**config.mk**
```make
export PLATFORM = sky130hd
export DESIGN_NAME = rowhit_seq
export DESIGN_NICKNAME = d
export VERILOG_FILES = /design/src/rtl/rowhit_seq_pkg.sv /design/src/rtl/rowhit_open_rows.sv /design/src/rtl/rowhit_rd_delay.sv /design/src/rtl/rowhit_fsm.sv /design/src/rtl/rowhit_seq.sv
export SDC_FILE = /design/constraint.sdc
export NUM_CORES = 1
export LEC_CHECK = 0
export ABC_CLOCK_PERIOD_IN_PS = 1700
export BUFFER_PORTS_ARGS = -buffer_cell sky130_fd_sc_hd__clkbuf_2
export CAP_MARGIN = 20
export CELL_PAD_IN_SITES_DETAIL_PLACEMENT = 1
export CELL_PAD_IN_SITES_GLOBAL_PLACEMENT = 2
export CORE_AREA = 4 4 146 148
export CTS_CLUSTER_DIAMETER = 80
export DETAILED_ROUTE_END_ITERATION = 16
export DIE_AREA = 0 0 150 152
export PLACE_DENSITY = 0.79
export SLEW_MARGIN = 20
export SYNTH_ARGS = -nofsm -noshare
export SYNTH_HDL_FRONTEND = slang
export SYNTH_SLANG_ARGS = --single-unit
```
**constraint.sdc**
```tcl
create_clock -name clk -period 1.7 [get_ports clk]
set_input_delay 0.17 -clock clk [delete_from_list [all_inputs] [get_ports clk]]
set_output_delay 0.17 -clock clk [all_outputs]
set_load 0.05 [all_outputs]
```
**src/rtl/rowhit_seq_pkg.sv**
```systemverilog
package rowhit_seq_pkg;
   typedef enum logic [1:0] {
      CMD_NOP  = 2'd0,
      CMD_ACT  = 2'd1,
      CMD_RD   = 2'd2,
      CMD_PREA = 2'd3
   } sd_cmd_e;

   typedef enum logic [2:0] {
      ST_IDLE,
      ST_PRE,
      ST_WAIT,
      ST_ACT,
      ST_RD
   } seq_state_e;
endpackage

```
**src/rtl/rowhit_open_rows.sv**
```systemverilog
module rowhit_open_rows #(
   parameter int NUM_BANKS = 4,
   parameter int ROW_W     = 13,
   localparam int BANK_W   = $clog2(NUM_BANKS)
) (
   input  logic                       clk,
   input  logic                       rst_n,
   input  logic                       clr_i,
   input  logic                       set_i,
   input  logic [BANK_W-1:0]          set_bank_i,
   input  logic [ROW_W-1:0]           set_row_i,
   input  logic [NUM_BANKS*ROW_W-1:0] req_rows_i,
   output logic                       all_hit_o
);
   logic [NUM_BANKS-1:0] valid_q;
   logic [NUM_BANKS-1:0] match;

   for (genvar b = 0; b < NUM_BANKS; b++) begin : g_bank
      logic [ROW_W-1:0] row_q;
      always_ff @(posedge clk) begin
         if (!rst_n) begin
            valid_q[b] <= 1'b0;
            row_q      <= '0;
         end else if (clr_i) begin
            valid_q[b] <= 1'b0;
         end else if (set_i && set_bank_i == BANK_W'(b)) begin
            valid_q[b] <= 1'b1;
            row_q      <= set_row_i;
         end
      end
      assign match[b] = valid_q[b] && (row_q == req_rows_i[b*ROW_W +: ROW_W]);
   end

   assign all_hit_o = &match;


   prea_clears_chk: assert property (@(posedge clk) disable iff (!rst_n)
      $past(clr_i) |-> (valid_q == '0));
endmodule

```
**src/rtl/rowhit_rd_delay.sv**
```systemverilog
module rowhit_rd_delay #(
   parameter int CAS_LAT = 2
) (
   input  logic clk,
   input  logic rst_n,
   input  logic rd_issue_i,
   output logic rd_valid_o
);
   if (CAS_LAT == 1) begin : g_single
      logic vq;
      always_ff @(posedge clk) begin
         if (!rst_n) vq <= 1'b0;
         else        vq <= rd_issue_i;
      end
      assign rd_valid_o = vq;
   end else begin : g_shift
      logic [CAS_LAT-1:0] sr_q;
      always_ff @(posedge clk) begin
         if (!rst_n) sr_q <= '0;
         else        sr_q <= {sr_q[CAS_LAT-2:0], rd_issue_i};
      end
      assign rd_valid_o = sr_q[CAS_LAT-1];
   end
endmodule

```
**src/rtl/rowhit_fsm.sv**
```systemverilog
module rowhit_fsm
   import rowhit_seq_pkg::*;
#(
   parameter int NUM_BANKS     = 4,
   parameter int ROW_W         = 13,
   parameter int COL_W         = 10,
   parameter int AP_BIT        = 10,
   parameter int READS_PER_REQ = 8,
   parameter int T_RP          = 2,
   parameter int T_RCD         = 3,
   localparam int BANK_W       = $clog2(NUM_BANKS),
   localparam int RD_W         = $clog2(READS_PER_REQ),
   localparam int T_MAX        = (T_RP > T_RCD) ? T_RP : T_RCD,
   localparam int CNT_W        = $clog2(T_MAX) + 1
) (
   input  logic                       clk,
   input  logic                       rst_n,
   input  logic                       req_valid_i,
   input  logic [NUM_BANKS*ROW_W-1:0] req_rows_i,
   input  logic [COL_W-1:0]           req_col_i,
   input  logic                       all_hit_i,
   output logic                       req_ready_o,
   output sd_cmd_e                    cmd_o,
   output logic [BANK_W-1:0]          cmd_bank_o,
   output logic [ROW_W-1:0]           cmd_addr_o,
   output logic                       row_hit_o,
   output logic                       row_miss_o
);
   localparam logic [CNT_W-1:0]  RP_LOAD   = CNT_W'((T_RP > 1) ? T_RP - 2 : 0);
   localparam logic [CNT_W-1:0]  RCD_LOAD  = CNT_W'((T_RCD > 1) ? T_RCD - 2 : 0);
   localparam logic [BANK_W-1:0] LAST_BANK = BANK_W'(NUM_BANKS - 1);
   localparam logic [RD_W-1:0]   LAST_RD   = RD_W'(READS_PER_REQ - 1);

   seq_state_e                 state_q, ret_q;
   logic [CNT_W-1:0]           cnt_q;
   logic [BANK_W-1:0]          act_idx_q;
   logic [RD_W-1:0]            rd_idx_q;
   logic [NUM_BANKS*ROW_W-1:0] rows_q;
   logic [COL_W-1:0]           col_q;
   logic                       hit_q, miss_q;

   always_ff @(posedge clk) begin
      if (!rst_n) begin
         state_q   <= ST_IDLE;
         ret_q     <= ST_IDLE;
         cnt_q     <= '0;
         act_idx_q <= '0;
         rd_idx_q  <= '0;
         rows_q    <= '0;
         col_q     <= '0;
         hit_q     <= 1'b0;
         miss_q    <= 1'b0;
      end else begin
         hit_q  <= 1'b0;
         miss_q <= 1'b0;
         case (state_q)
            ST_IDLE: begin
               if (req_valid_i) begin
                  rows_q    <= req_rows_i;
                  col_q     <= req_col_i;
                  act_idx_q <= '0;
                  rd_idx_q  <= '0;
                  if (all_hit_i) begin
                     hit_q   <= 1'b1;
                     state_q <= ST_RD;
                  end else begin
                     miss_q  <= 1'b1;
                     state_q <= ST_PRE;
                  end
               end
            end
            ST_PRE: begin
               if (T_RP > 1) begin
                  state_q <= ST_WAIT;
                  cnt_q   <= RP_LOAD;
                  ret_q   <= ST_ACT;
               end else begin
                  state_q <= ST_ACT;
               end
            end
            ST_WAIT: begin
               if (cnt_q == '0) state_q <= ret_q;
               else             cnt_q   <= cnt_q - 1'b1;
            end
            ST_ACT: begin
               act_idx_q <= act_idx_q + 1'b1;
               if (act_idx_q == LAST_BANK) begin
                  if (T_RCD > 1) begin
                     state_q <= ST_WAIT;
                     cnt_q   <= RCD_LOAD;
                     ret_q   <= ST_RD;
                  end else begin
                     state_q <= ST_RD;
                  end
               end
            end
            ST_RD: begin
               rd_idx_q <= rd_idx_q + 1'b1;
               if (rd_idx_q == LAST_RD) state_q <= ST_IDLE;
            end
            default: state_q <= ST_IDLE;
         endcase
      end
   end

   always_comb begin
      cmd_o      = CMD_NOP;
      cmd_bank_o = '0;
      cmd_addr_o = '0;
      case (state_q)
         ST_PRE: begin
            cmd_o              = CMD_PREA;
            cmd_addr_o[AP_BIT] = 1'b1;
         end
         ST_ACT: begin
            cmd_o      = CMD_ACT;
            cmd_bank_o = act_idx_q;
            cmd_addr_o = rows_q[act_idx_q*ROW_W +: ROW_W];
         end
         ST_RD: begin
            cmd_o      = CMD_RD;
            cmd_bank_o = rd_idx_q[BANK_W-1:0];
            cmd_addr_o = ROW_W'(col_q + COL_W'(rd_idx_q >> BANK_W));
         end
         default: ;
      endcase
   end

   assign req_ready_o = (state_q == ST_IDLE);
   assign row_hit_o   = hit_q;
   assign row_miss_o  = miss_q;


   hit_first_rd_chk: assert property (@(posedge clk) disable iff (!rst_n)
      row_hit_o |-> (cmd_o == CMD_RD && cmd_bank_o == '0));

   miss_prea_chk: assert property (@(posedge clk) disable iff (!rst_n)
      row_miss_o |-> (cmd_o == CMD_PREA));
endmodule

```
**src/rtl/rowhit_seq.sv**
```systemverilog
module rowhit_seq
   import rowhit_seq_pkg::*;
#(
   parameter int NUM_BANKS     = 4,
   parameter int ROW_W         = 13,
   parameter int COL_W         = 10,
   parameter int AP_BIT        = 10,
   parameter int READS_PER_REQ = 8,
   parameter int T_RP          = 2,
   parameter int T_RCD         = 3,
   parameter int CAS_LAT       = 2,
   localparam int BANK_W       = $clog2(NUM_BANKS)
) (
   input  logic                       clk,
   input  logic                       rst_n,
   input  logic                       req_valid_i,
   output logic                       req_ready_o,
   input  logic [NUM_BANKS*ROW_W-1:0] req_rows_i,
   input  logic [COL_W-1:0]           req_col_i,
   output logic [1:0]                 cmd_o,
   output logic [BANK_W-1:0]          cmd_bank_o,
   output logic [ROW_W-1:0]           cmd_addr_o,
   output logic                       rd_valid_o,
   output logic                       row_hit_o,
   output logic                       row_miss_o
);
   initial begin
      banks_pow2_chk: assert (NUM_BANKS >= 2 && (NUM_BANKS & (NUM_BANKS - 1)) == 0)
         else $error("NUM_BANKS must be a power of two, at least 2");
      ap_pos_chk: assert (AP_BIT >= COL_W && AP_BIT < ROW_W)
         else $error("AP_BIT must lie above the column and inside the address");
      timing_chk: assert (T_RP >= 1 && T_RCD >= 1 && CAS_LAT >= 1 && READS_PER_REQ >= 2)
         else $error("timing parameters must be at least 1, reads at least 2");
   end

   sd_cmd_e cmd;
   logic    all_hit;
   logic    valid_i_gated;

   assign valid_i_gated = req_valid_i && req_ready_o;

   rowhit_open_rows #(.NUM_BANKS(NUM_BANKS), .ROW_W(ROW_W)) u_rows (
      .clk        (clk),
      .rst_n      (rst_n),
      .clr_i      (cmd == CMD_PREA),
      .set_i      (cmd == CMD_ACT),
      .set_bank_i (cmd_bank_o),
      .set_row_i  (cmd_addr_o),
      .req_rows_i (req_rows_i),
      .all_hit_o  (all_hit)
   );

   rowhit_fsm #(
      .NUM_BANKS(NUM_BANKS), .ROW_W(ROW_W), .COL_W(COL_W), .AP_BIT(AP_BIT),
      .READS_PER_REQ(READS_PER_REQ), .T_RP(T_RP), .T_RCD(T_RCD)
   ) u_fsm (
      .clk         (clk),
      .rst_n       (rst_n),
      .req_valid_i (valid_i_gated),
      .req_rows_i  (req_rows_i),
      .req_col_i   (req_col_i),
      .all_hit_i   (all_hit),
      .req_ready_o (req_ready_o),
      .cmd_o       (cmd),
      .cmd_bank_o  (cmd_bank_o),
      .cmd_addr_o  (cmd_addr_o),
      .row_hit_o   (row_hit_o),
      .row_miss_o  (row_miss_o)
   );

   rowhit_rd_delay #(.CAS_LAT(CAS_LAT)) u_rdly (
      .clk        (clk),
      .rst_n      (rst_n),
      .rd_issue_i (cmd == CMD_RD),
      .rd_valid_o (rd_valid_o)
   );

   assign cmd_o = cmd;


   pulse_src_chk: assert property (@(posedge clk) disable iff (!rst_n)
      (row_hit_o || row_miss_o) |-> $past(req_valid_i && req_ready_o));

   busy_no_ready_chk: assert property (@(posedge clk) disable iff (!rst_n)
      (cmd != CMD_NOP) |-> !req_ready_o);

   rd_no_ap_chk: assert property (@(posedge clk) disable iff (!rst_n)
      (cmd == CMD_RD) |-> !cmd_addr_o[AP_BIT]);
endmodule

```
Word level (Yosys, flattened, before mapping)
Index checks and enable logic that the tools add are counted.
Word-level totals
  bits of input ports: 65
  register bits after elaboration: 136
  output and inout bits: 21
  word-level logic and storage cells: 98
Operators by class
  add/subtract/negate cells: 4
  muxes and demuxes: 22
  shifts and indexed selects: 1
  equal/unequal tests: 21
  reductions and logical operators: 29
  multipliers: 1
  bitwise operators: 2
Operators with widths (number)
  13-bit == test: 4
  52-bit by 7-bit indexed part select with 13-bit output: 1
  3-bit 2-to-1 mux: 9
  10-bit one-hot mux with 2 select lines: 1
  2-bit AND reduction: 8
  3-bit one-hot mux with 5 select lines: 1
  2-bit one-hot mux with 2 select lines: 3
  3-bit one-hot mux with 2 select lines: 2
  10-bit by 1-bit adder with 11-bit output: 1
  2-bit == test (second input constant): 5
  1-bit logical AND: 9
  3-bit one-hot mux with 3 select lines: 1
  2-bit by 1-bit inequality test with 1-bit output (second input constant): 4
  4-bit AND reduction: 2
  3-bit by 2-bit == test with 1-bit output (second input constant): 2
  3-bit == test (second input constant): 2
  3-bit logical NOT: 2
  2-bit by 4-bit multiplier with 6-bit output (second input constant): 1
  2-bit one-hot mux with 3 select lines: 1
  3-bit AND reduction: 2
  2-bit nonzero test: 3
  2-bit by 1-bit == test with 1-bit output (second input constant): 2
  3-bit by 1-bit adder with 3-bit output (second input constant): 1
  3-bit by 1-bit == test with 1-bit output (second input constant): 1
  10 further kinds: 12

Logic depth before layout (Yosys ltp)
Gate-level depths: netlist (run 1).
  depth after elaboration: 6
  depth in mapped cells: 8
  mapped depth without buffers: 7

Cells and area by module
A second synthesis (run 1) with hierarchy kept.
Second synthesis, totals
  cells, all modules: 772
  area, all modules: 6533.8 sq um
Modules (own cells, without submodules)
  rowhit_fsm: cells each 443, seq. area each 1541.5 sq um, area an instance 3764.9 sq um, times used 1
  rowhit_open_rows: cells each 321, seq. area each 1121.1 sq um, area an instance 2687.6 sq um, times used 1
  rowhit_rd_delay: cells each 4, seq. area each 40.0 sq um, area an instance 52.6 sq um, times used 1
  rowhit_seq: cells each 4, seq. area each 0.0 sq um, area an instance 28.8 sq um, times used 1

Worst setup path before layout (run 1)
Ideal clock, no wire load.
  path type: register to register
  start point: register u_fsm.state_q[0]
  end point: register u_fsm.rows_q[10]
  required time: 1.578 ns
  buffers on the path: 3
  path slack: -0.820 ns
  setup time: 0.122 ns
  arrival time: 2.398 ns
  cell stages (with the launch flop): 8
  clock period less this slack: 2.520 ns
  cell sequence: dfxtp_1 > buf_6 > nor3_1 > nand2_1 > buf_2 > buf_2 > nand2_1 > a21boi_0
On the way
  word-level cells in the longest chain between the ends: 3
RTL lines
  start, declared: line rowhit_fsm.sv:34  | seq_state_e state_q, ret_q;
  start signal, assigned: line rowhit_fsm.sv:82  | if (cnt_q == '0) state_q <= ret_q;
  3-bit logical NOT (*): line rowhit_fsm.sv:129  | assign req_ready_o = (state_q == ST_IDLE);
  net req_ready_o: line rowhit_seq.sv:17  | output logic req_ready_o,
  1-bit logical AND: line rowhit_seq.sv:40  | assign valid_i_gated = req_valid_i && req_ready_o;
  2-bit AND reduction (no source line) (*)
  end signal, assigned: line rowhit_fsm.sv:59  | rows_q <= req_rows_i;
  end, declared: line rowhit_fsm.sv:38  | logic [NUM_BANKS*ROW_W-1:0] rows_q;
The timed path passes the listed nets; every way through them passes the cells marked *.
A chain may end at the register's enable or synchronous reset.

Worst setup path in the final report (run 1)
  start point: register u_fsm.act_idx_q[1]
  end point: output cmd_addr_o[10]
On the way
  word-level cells in the longest chain between the ends: 3
RTL lines
  start, declared: line rowhit_fsm.sv:36  | logic [BANK_W-1:0] act_idx_q;
  start signal, assigned: line rowhit_fsm.sv:86  | act_idx_q <= act_idx_q + 1'b1;
  2-bit by 4-bit multiplier with 6-bit output: line rowhit_fsm.sv:118  | cmd_addr_o = rows_q[act_idx_q*ROW_W +: ROW_W];
  52-bit by 7-bit indexed part select with 13-bit output: line rowhit_fsm.sv:118
  1-bit one-hot mux with 3 select lines: line rowhit_fsm.sv:110  | case (state_q)
  end, declared: line rowhit_seq.sv:22  | output logic [ROW_W-1:0] cmd_addr_o,
Every way passes these cells.

==> impl_metrics.csv, run 1 <==
group,metric,value,unit
placed_design,dp_hpwl,15.8,mm
timing,rsz0062_at_grt,"yes",
route,routedWlPerCell,21.2,um
timing,fin_skew,0.00824,ns
power_and_ir_drop,ir_drop,0.600,mV
floorplan,fp-row-count,52,
floorplan,die_x,150,um
power_and_ir_drop,netSwitchingPower,2120,uW
status,outcome,"finished with violations",
route,num_vias,5804,
worst_setup_path,cp.arrival,2.15,ns
hold_path,hold_path_class,"in -> reg",
yosys,syn-mean-instance-area,9.22,um2
placed_design,dp.cells,1071,
yosys,syn_area,6360,um2
timing,whs,-0.00776,ns
clocking,cts_root_buf,"clkbuf_16",
yosys,yosysTopAreaCell,"dfxtp_1",
yosys,synthCells,690,
clocking,cts_buffers,17,
yosys,synth_edf_count,0,
floorplan,die_area,22800,um2
floorplan,fp.dieH,152,um
route,drtIter0Drc,302,
finish,areaGrowthSynthToFinish,50.8,%
yosys,synth_top_area_share,42.5,%
floorplan,start_util,31.7,%
timing,hold_violations,1,
power_and_ir_drop,p_per_area,909,nW/um2
yosys,synth.net_count,762,
clocking,clockBufferDepth,2,
power_and_ir_drop,p_clk_share,50.2,%
global_routing,overflow,0,
worst_setup_path,crit_buf_inv,2,
finish,drive_above_1_share,38.9,%
yosys,dominantRegCellSynth,"dfxtp_1",
clocking,ctsHtreeMaxLevel,4,
power_and_ir_drop,power.total,8720,uW
route,routed_wl,24.6,mm
yosys,ys_types,48,
worst_setup_path,critPathSlowestCell,"mux4_2",
placed_design,portBuffers,85,
clocking,cts_tree,"built",
worst_setup_path,cp.required,1.53,ns
timing,tns,-9.99,ns
worst_setup_path,crit_path_end_kind,"output pin",
route,drt-pass1-iter-count,4,
yosys,async_flop_share,0,%
job,drv_cap,0,
timing,slew_headroom,66.6,%
route,drc,0,
worst_setup_path,start_kind,"register",
worst_setup_path,max_stage_delay,0.53,ns
yosys,synth.area.top_cells,"dfxtp_1, nand2_1, a21boi_0",
power_and_ir_drop,comb_power_share,11.2,%
yosys,yosysSeqAreaShare,42.5,%
global_routing,grt_usage,20.1,%
route,viasPerCell,5.01,
clocking,clkTransAtPathRegs,0.06,ns
timing,fmax,0.431,GHz
worst_setup_path,cp_max_fo,2,
placed_design,dpl_worst_slack,-0.394,ns
clocking,clock_sinks,135,
timing,fin_crit,2.32,ns
worst_setup_path,worstPathCellList,"mux4_2 > a32oi_2 > nor2b_4 > clkinvlp_4 > buf_8",
finish,finalNonFillerCells,1159,
timing,drv_slew,0,
power_and_ir_drop,swShare,24.4,%
finish,diodes,0,
global_routing,antenna_found_initial,0,
global_routing,grt_max_degree,129,
global_routing,first_global_vias,6235,
power_and_ir_drop,seqPwrFrac,38.6,%
placed_design,gp_congestion,0.841,
finish,fin_nets,948,
floorplan,coreArea,20000,um2
timing,min_period_over_period,137,%
status,violations,"negative hold slack, negative setup slack",
power_and_ir_drop,power_leakage,0.00389,uW
global_routing,grt_pass1_wl,35.0,mm
route,final_antenna_net_count,0,
floorplan,io_pins,86,
timing,fin_ws,-0.623,ns
worst_setup_path,cp_top_family,"multiplexers",
worst_setup_path,crit_type,"reg -> out",
worst_setup_path,ff2ff_setup_slack,-0.25,ns
clocking,clkLatencyLatePin,0.43,ns
yosys,ys_ff_latch,135,
yosys,yosysWarnings,0,
power_and_ir_drop,p_int,6600,uW
timing,finalSetupViolCount,55,
timing,timing_worst_slew_pin_value,0.500,ns
[power by group through the flow]
stage	registers, uW	logic (uW)	clock network [uW]
2_1_floorplan	3400	491	0
3_3_place_gp	3410	821	0
3_5_place_dp	3420	849	0
4_1_cts	3360	911	4430
5_1_grt	3370	1060	4590
6_report	3360	977	4380
[logic make-up (layout without fill, tap and decap cells)]
| family | after synthesis | in the layout | share of synthesized area [%] |
|---|---|---|---|
| AOI/OAI and AO/OA | 144 | 144 | 15.9 |
| and+or+nand+nor | 253 | 253 | 18.5 |
| DFF | 135 | 135 | 42.5 |
| muxes | 35 | 35 | 8.36 |
| xor gates and xnor gates | 60 | 60 | 8.26 |
| buffers and inverters | 56 | 255 | 5.07 |
| adders and majority gates | 7 | 7 | 1.38 |
[metal layers]
metal / up-vias / global-route usage [%] / routed length, um
met5: - / 0 / 0
met4: 0 / 6.75 / 527
met3: 31 / 3.46 / 1090
met2: 127 / 36.0 / 13000
met1: 2932 / 24.0 / 9960
li1: 2714 / - / -
[layout by cell type (no fill, tap or decap), types with 4 or more instances in the layout]
master         netlist  routed
o211a_1             15      15
nand2_1            159     138
a21boi_0            65      64
nor2b_1             23      22
dfxtp_2              0       7
xnor2_1             54      43
buf_12               0      25
dlygate4sd3_1        0      10
clkbuf_2             0      66
nand2_2              1      18
xnor2_2              0      11
and2_1               9       5
ha_1                 7       4
a21oi_2              0       4
clkbuf_16            0      21
bufinv_16            0       7
nand4_1             14      14
inv_2                2       4
nor3_4               1       4
nand2_4              1       5
clkinv_2             0       4
mux4_2               8      12
a21oi_1             24      19
o21ai_0             26      22
a22oi_2              3       4
buf_6                9      40
nand3_1              8       6
buf_4                5      61
dfxtp_1            135     125
nor2_4               0       6
buf_8                0       4
nor2_1              18      12
mux2i_1             22      22
[cell usage after synthesis, types with 2 or more instances]
master and number:
ha_1 7, mux4_1 5, and3_1 4, a21oi_1 24, inv_2 2, nor3_1 2, mux4_2 8, dfxtp_1 135
o21ai_0 26, a21boi_0 65, buf_4 5, nand2b_1 2, nor2b_1 23, nor2_1 18, o211a_1 15, and2_1 9
mux2i_1 22, o211ai_1 2, xor2_1 6, a22oi_2 3, nor3_2 2, inv_1 8, clkbuf_1 18, buf_6 9
nor4_1 3, nand4_1 14, or3b_1 2, buf_2 13, nand2_1 159, nand3_1 8, xnor2_1 54
[repair_timing]
| item | in CTS | in global routing |
|---|---|---|
| hold buffers | 10 | 0 |
| gates resized for setup | 77 | 83 |
| endpoints found under the setup margin | 66 | 76 |
| setup buffers | 16 | 33 |
| hold endpoints to repair | 10 | 0 |
| cloned | 0 | 4 |
| pin swaps | 21 | 32 |
[path summary, 6_finish.rpt]
path,startpoint,end,cells after the start
min,req_col_i[0],u_fsm.col_q[0],3
min reg2reg,u_rdly.g_shift.sr_q[0],u_rdly.g_shift.sr_q[1],1
max reg2reg,u_fsm.act_idx_q[1],u_rows.g_bank[1].row_q[12],10
max,u_fsm.act_idx_q[1],cmd_addr_o[10],5
[tightest hold or removal path: cells and delay by family]
kind                   cells  cell delay (ns)
AND/OR/NAND/NOR            1             0.06
buffers and inverters      1             0.08
AO/OA/AOI/OAI              1             0.06
[registers in the layout, summed over array words and instances (netlist names)]
register / cells
u_fsm.state_q: 3
u_fsm.col_q: 10
u_fsm.rows_q: 52
u_rows.g_bank.row_q: 52
u_fsm.ret_q: 2
u_rdly.g_shift.sr_q: 2
u_fsm.act_idx_q: 2
u_fsm.row_hit_o: 1
u_fsm.cnt_q: 3
u_fsm.rd_idx_q: 3
u_fsm.row_miss_o: 1
u_rows.valid_q: 4
[final cells by class]
cell class	instances	area, um2
fillers	2267	10400
multi-input cells	499	3790
flip-flops and latches	135	2720
repair buffers	213	2020
clock buffers	18	429
well taps	270	338
clock inverters	14	254
inverters	10	46.3
[stage by stage]
step | utilization (%) | area [um2] | hold WS, ns
2_1_floorplan | - | 6440 | 0.315
3_3_place_gp | 38.7 | 7760 | 0.423
3_5_place_dp | 38.7 | 7760 | 0.425
4_1_cts | 44.5 | 8910 | 0.00140
5_1_grt | 47.9 | 9590 | 0.00978
6_report | 47.9 | 9590 | -0.00776
(Power assumes the default switching activity.)
==> inputs of run 2 (changes only) <==
Settings changed: SETUP_SLACK_MARGIN set to 0.05.
==> impl_metrics.csv, run 2 (synthesis gave the netlist of run 1 again) <==
group,metric,value,unit
status,outcome,"finished with violations",
status,violations,"negative setup slack",
hold_path,holdPathStages,3,
finish,fill_cells,2302,
hold_path,min_from,"req_rows_i[37]",
power_and_ir_drop,power.total,7700,uW
timing,drv_slew,0,
global_routing,grt_usage,19.6,%
timing,fmax,0.464,GHz
global_routing,overflow,0,
worst_setup_path,cp.required,1.53,ns
clocking,clock_sinks,135,
clocking,cts_tree,"built",
power_and_ir_drop,ir_drop,0.697,mV
worst_setup_path,r2r_cells,9,
power_and_ir_drop,power_leakage,0.00372,uW
timing,slew_headroom,68.0,%
clocking,ctsHtreeMaxLevel,4,
clocking,cts_buffers,17,
worst_setup_path,crit_path_end_kind,"output pin",
clocking,clockBufferDepth,2,
finish,diodes,0,
placed_design,portBuffers,85,
route,routed_wl,23.4,mm
finish,drive_above_1_share,37.8,%
worst_setup_path,cp_max_fo,6,
clocking,clkLatencyLatePin,0.43,ns
placed_design,dp.cells,1069,
placed_design,gp_congestion,0.820,
floorplan,fp-row-count,52,
worst_setup_path,start_kind,"register",
finish,finalNonFillerCells,1148,
global_routing,grt_max_degree,108,
timing,min_period_over_period,127,%
placed_design,dp_hpwl,15.7,mm
floorplan,die_x,150,um
clocking,clkTransAtPathRegs,0.06,ns
floorplan,fp.dieH,152,um
clocking,cts_root_buf,"clkbuf_16",
worst_setup_path,cp.arrival,1.99,ns
timing,rsz0062_at_grt,"yes",
route,routedWlPerCell,20.3,um
route,num_vias,5772,
floorplan,coreArea,20000,um2
global_routing,antenna_found_initial,0,
finish,layout_commonest_cell,"nand2_1",
floorplan,start_util,31.7,%
timing,finalSetupViolCount,41,
finish,fin_nets,937,
floorplan,die_area,22800,um2
hold_path,hold_path_class,"in -> reg",
route,drtIter0Drc,291,
worst_setup_path,r2r_start,"u_fsm.act_idx_q[0]",
finish,reg_top3,"u_fsm.rows_q (52), u_rows.g_bank.row_q (52), u_fsm.col_q (10)",
global_routing,first_global_vias,6290,
floorplan,io_pins,86,
global_routing,grt_pass1_wl,34.3,mm
route,drt-pass1-iter-count,4,
route,final_antenna_net_count,0,
worst_setup_path,crit_type,"reg -> out",
hold_path,hold_end,"u_fsm.rows_q[37]",
finish,layout.cells.most_common_list,"nand2_1, dfxtp_1, clkbuf_2",
power_and_ir_drop,p_per_area,825,nW/um2
job,drv_cap,0,
worst_setup_path,worst_r2r_endpoint,"u_rows.g_bank[1].row_q[4]",
worst_setup_path,ff2ff_setup_slack,-0.17,ns
timing,hold_violations,0,
route,drc,0,
finish,areaGrowthSynthToFinish,46.8,%
timing,fin_ws,-0.455,ns
timing,fin_crit,2.16,ns
route,viasPerCell,5.03,
timing,fin_skew,0.0112,ns
timing,timing_worst_slew_pin_value,0.475,ns
[run 2: cell types whose count changed in the layout (fill, tap and decap cells not counted), sizes merged]
cell	delta
buf	-12
bufinv	-7
clkinv	+3
clkinvlp	+2
dlygate4sd3	+2
bufbuf	+1
[run 2: metal layers]
layer  up-vias  global-route usage [%]  wire, um
met2       140                    34.4     12100
li1       2690                       -         -
met4         0                    6.36       499
met1      2907                    23.5      9730
met3        35                    4.47      1020
met5         -                       0         0
[run 2: worst max-delay path by stage]
stage                               from                   endpoint  slack [ns]  cells after the start
2_1_floorplan         u_fsm.act_idx_q[1]             cmd_addr_o[10]       -0.08                      5
3_3_place_gp   u_rows.g_bank[0].row_q[0]           u_fsm.state_q[0]       -0.07                      7
3_5_place_dp            u_fsm.state_q[0]  u_rows.g_bank[2].row_q[9]       -0.09                      6
4_1_cts               u_fsm.act_idx_q[0]              cmd_addr_o[6]       -0.46                      5
5_1_grt               u_fsm.act_idx_q[1]             cmd_addr_o[10]       -0.52                      5
6_report              u_fsm.act_idx_q[0]              cmd_addr_o[8]       -0.46                      6
[run 2: critical path: stages, from the launching register on]
cell and delay [ns]:
dfxtp_4 0.40, buf_12 0.14, buf_4 0.11, mux4_2 0.53, nand2_4 0.13, o21ai_4 0.08, buf_12 0.15
[run 2: timing repair]
item,in CTS,in global routing
setup endpoints to repair,64,80
resized for setup,74,58
hold buffers,12,0
gates cloned,2,2
hold endpoints to repair,12,0
setup buffers,18,19
pin swaps,23,23
[run 2: where the power goes]
group | switching (uW) | internal [uW]
clock | 1460 | 1890
sequential | 79.7 | 3280
combinational | 551 | 446
total | 2090 | 5620
[run 2: final cells by class]
type	instances	area, um2	area share, %
inverters	10	53.8	0.576
well taps	270	338	3.62
multi-input cells	499	3800	40.7
repair buffers	202	1900	20.3
flip-flops and latches	135	2720	29.1
clock buffers	20	447	4.78
clock inverters	12	81.3	0.871
[run 2: through the flow]
step           TNS, ns  hold WS, ns  utilization (%)  setup slack [ns]  instance area, um2
6_report         -7.08      0.00493             46.6            -0.455                9340
5_1_grt         -10.13      0.00550             46.6            -0.517                9340
4_1_cts          -6.56      0.00112             44.7            -0.465                8950
3_5_place_dp     -1.13        0.420             39.2           -0.0851                7860
3_3_place_gp    -0.414        0.410             39.2           -0.0677                7860
2_1_floorplan  -0.0792        0.315                -           -0.0792                6510
==> inputs of run 3 (changes only) <==
Settings changed: HOLD_SLACK_MARGIN set to 0.08.
==> impl_metrics.csv, run 3 (synthesis gave the netlist of run 1 again) <==
group,metric,value,unit
clocking,cts_tree,"built",
timing,rsz0062_at_grt,"yes",
hold_path,hold_path_class,"in -> reg",
clocking,cts_buffers,17,
power_and_ir_drop,power.total,7790,uW
global_routing,grt_usage,20.1,%
finish,diodes,0,
worst_setup_path,crit_type,"reg -> out",
timing,hold_violations,0,
timing,drv_slew,0,
worst_setup_path,cp_max_fo,6,
timing,fin_skew,0.00918,ns
finish,fin_nets,992,
clocking,clkLatencyLatePin,0.43,ns
timing,slew_headroom,65.7,%
power_and_ir_drop,p_per_area,779,nW/um2
status,violations,"negative setup slack",
clocking,clock_sinks,135,
floorplan,start_util,31.7,%
worst_setup_path,crit_path_end_kind,"output pin",
route,viasPerCell,5.01,
clocking,cts_root_buf,"clkbuf_16",
clocking,clkTransAtPathRegs,0.06,ns
global_routing,overflow,0,
route,routedWlPerCell,20.8,um
floorplan,coreArea,20000,um2
floorplan,die_area,22800,um2
timing,min_period_over_period,127,%
power_and_ir_drop,ir_drop,0.379,mV
timing,whs,0.119,ns
worst_setup_path,cp.required,1.53,ns
global_routing,grt_pass1_wl,35.3,mm
worst_setup_path,start_kind,"register",
global_routing,first_global_vias,6490,
clocking,ctsHtreeMaxLevel,4,
timing,finalSetupViolCount,48,
route,num_vias,6024,
placed_design,portBuffers,85,
status,outcome,"finished with violations",
route,routed_wl,25.0,mm
route,drt-pass1-iter-count,4,
clocking,clockBufferDepth,2,
finish,reg_top3,"u_fsm.rows_q (52), u_rows.g_bank.row_q (52), u_fsm.col_q (10)",
worst_setup_path,cp.arrival,1.99,ns
finish,layout_commonest_cell,"nand2_1",
floorplan,die_x,150,um
floorplan,io_pins,86,
route,drtIter0Drc,374,
global_routing,grt_max_degree,108,
route,final_antenna_net_count,0,
floorplan,fp-row-count,52,
timing,fin_ws,-0.462,ns
finish,layout.cells.most_common_list,"nand2_1, dfxtp_1, clkbuf_2, buf_4, a21boi_0",
finish,areaGrowthSynthToFinish,57.3,%
floorplan,fp.dieH,152,um
placed_design,dp_hpwl,15.7,mm
timing,fmax,0.463,GHz
route,drc,0,
timing,fin_crit,2.16,ns
worst_setup_path,ff2ff_setup_slack,-0.30,ns
finish,drive_above_1_share,38.8,%
power_and_ir_drop,power_leakage,0.00405,uW
job,drv_cap,0,
timing,timing_worst_slew_pin_value,0.509,ns
placed_design,gp_congestion,0.820,
global_routing,antenna_found_initial,0,
run 3: layout make-up:
class,instances,area [um2]
inverter,10,51.3
clock buffer,20,447
multi-input combinational,499,3880
tap,270,338
fill,2256,10000
sequential,135,2720
clock inverter,12,81.3
timing repair buffer,257,2480
run 3: what timing repair did:
action                     4_1_cts  5_1_grt
cloned                           2        2
hold endpoints to repair        55        0
pin swaps                       23       30
setup endpoints to repair       64       79
buffers inserted                18       34
hold buffers                    55        0
resized for setup               74       98
run 3: stage by stage:
| step | worst slack, ns | TNS [ns] | area (um2) | util, % | instances |
|---|---|---|---|---|---|
| after floorplan | -0.0792 | -0.0792 | 6510 | - | 690 |
| after global placement | -0.0677 | -0.414 | 7860 | 39.2 | 1069 |
| after detailed placement | -0.0851 | -1.13 | 7860 | 39.2 | 1069 |
| after CTS | -0.465 | -6.56 | 9380 | 46.8 | 1174 |
| after global routing | -0.541 | -11.47 | 10000 | 49.9 | 1203 |
| final | -0.462 | -8.50 | 10000 | 49.9 | 1203 |
run 3: path summary, 6_finish.rpt:
path,cells past startpoint,startpoint,end
max,6,u_fsm.act_idx_q[0],cmd_addr_o[8]
min,3,req_rows_i[10],u_fsm.rows_q[10]
max reg2reg,9,u_fsm.act_idx_q[1],u_rows.g_bank[2].row_q[12]
min reg2reg,1,u_rdly.g_shift.sr_q[0],u_rdly.g_shift.sr_q[1]
run 3: power by group:
group	switching, uW	internal, uW
sequential	82.5	3280
clock	1460	1890
combinational	575	510
run 3: metal layers:
metal | vias to the layer above | global-route usage (%) | wire [um]
met5 | - | 0 | 0
met4 | 0 | 6.58 | 656
met3 | 45 | 4.35 | 1100
met2 | 162 | 35.7 | 13000
met1 | 3014 | 24.0 | 10200
li1 | 2803 | - | -
run 3: critical path, cell delays in order, from the launching register on:
cell	delay, ns
dfxtp_4	0.41
buf_12	0.15
buf_4	0.11
mux4_2	0.53
nand2_4	0.13
o21ai_4	0.08
buf_12	0.15
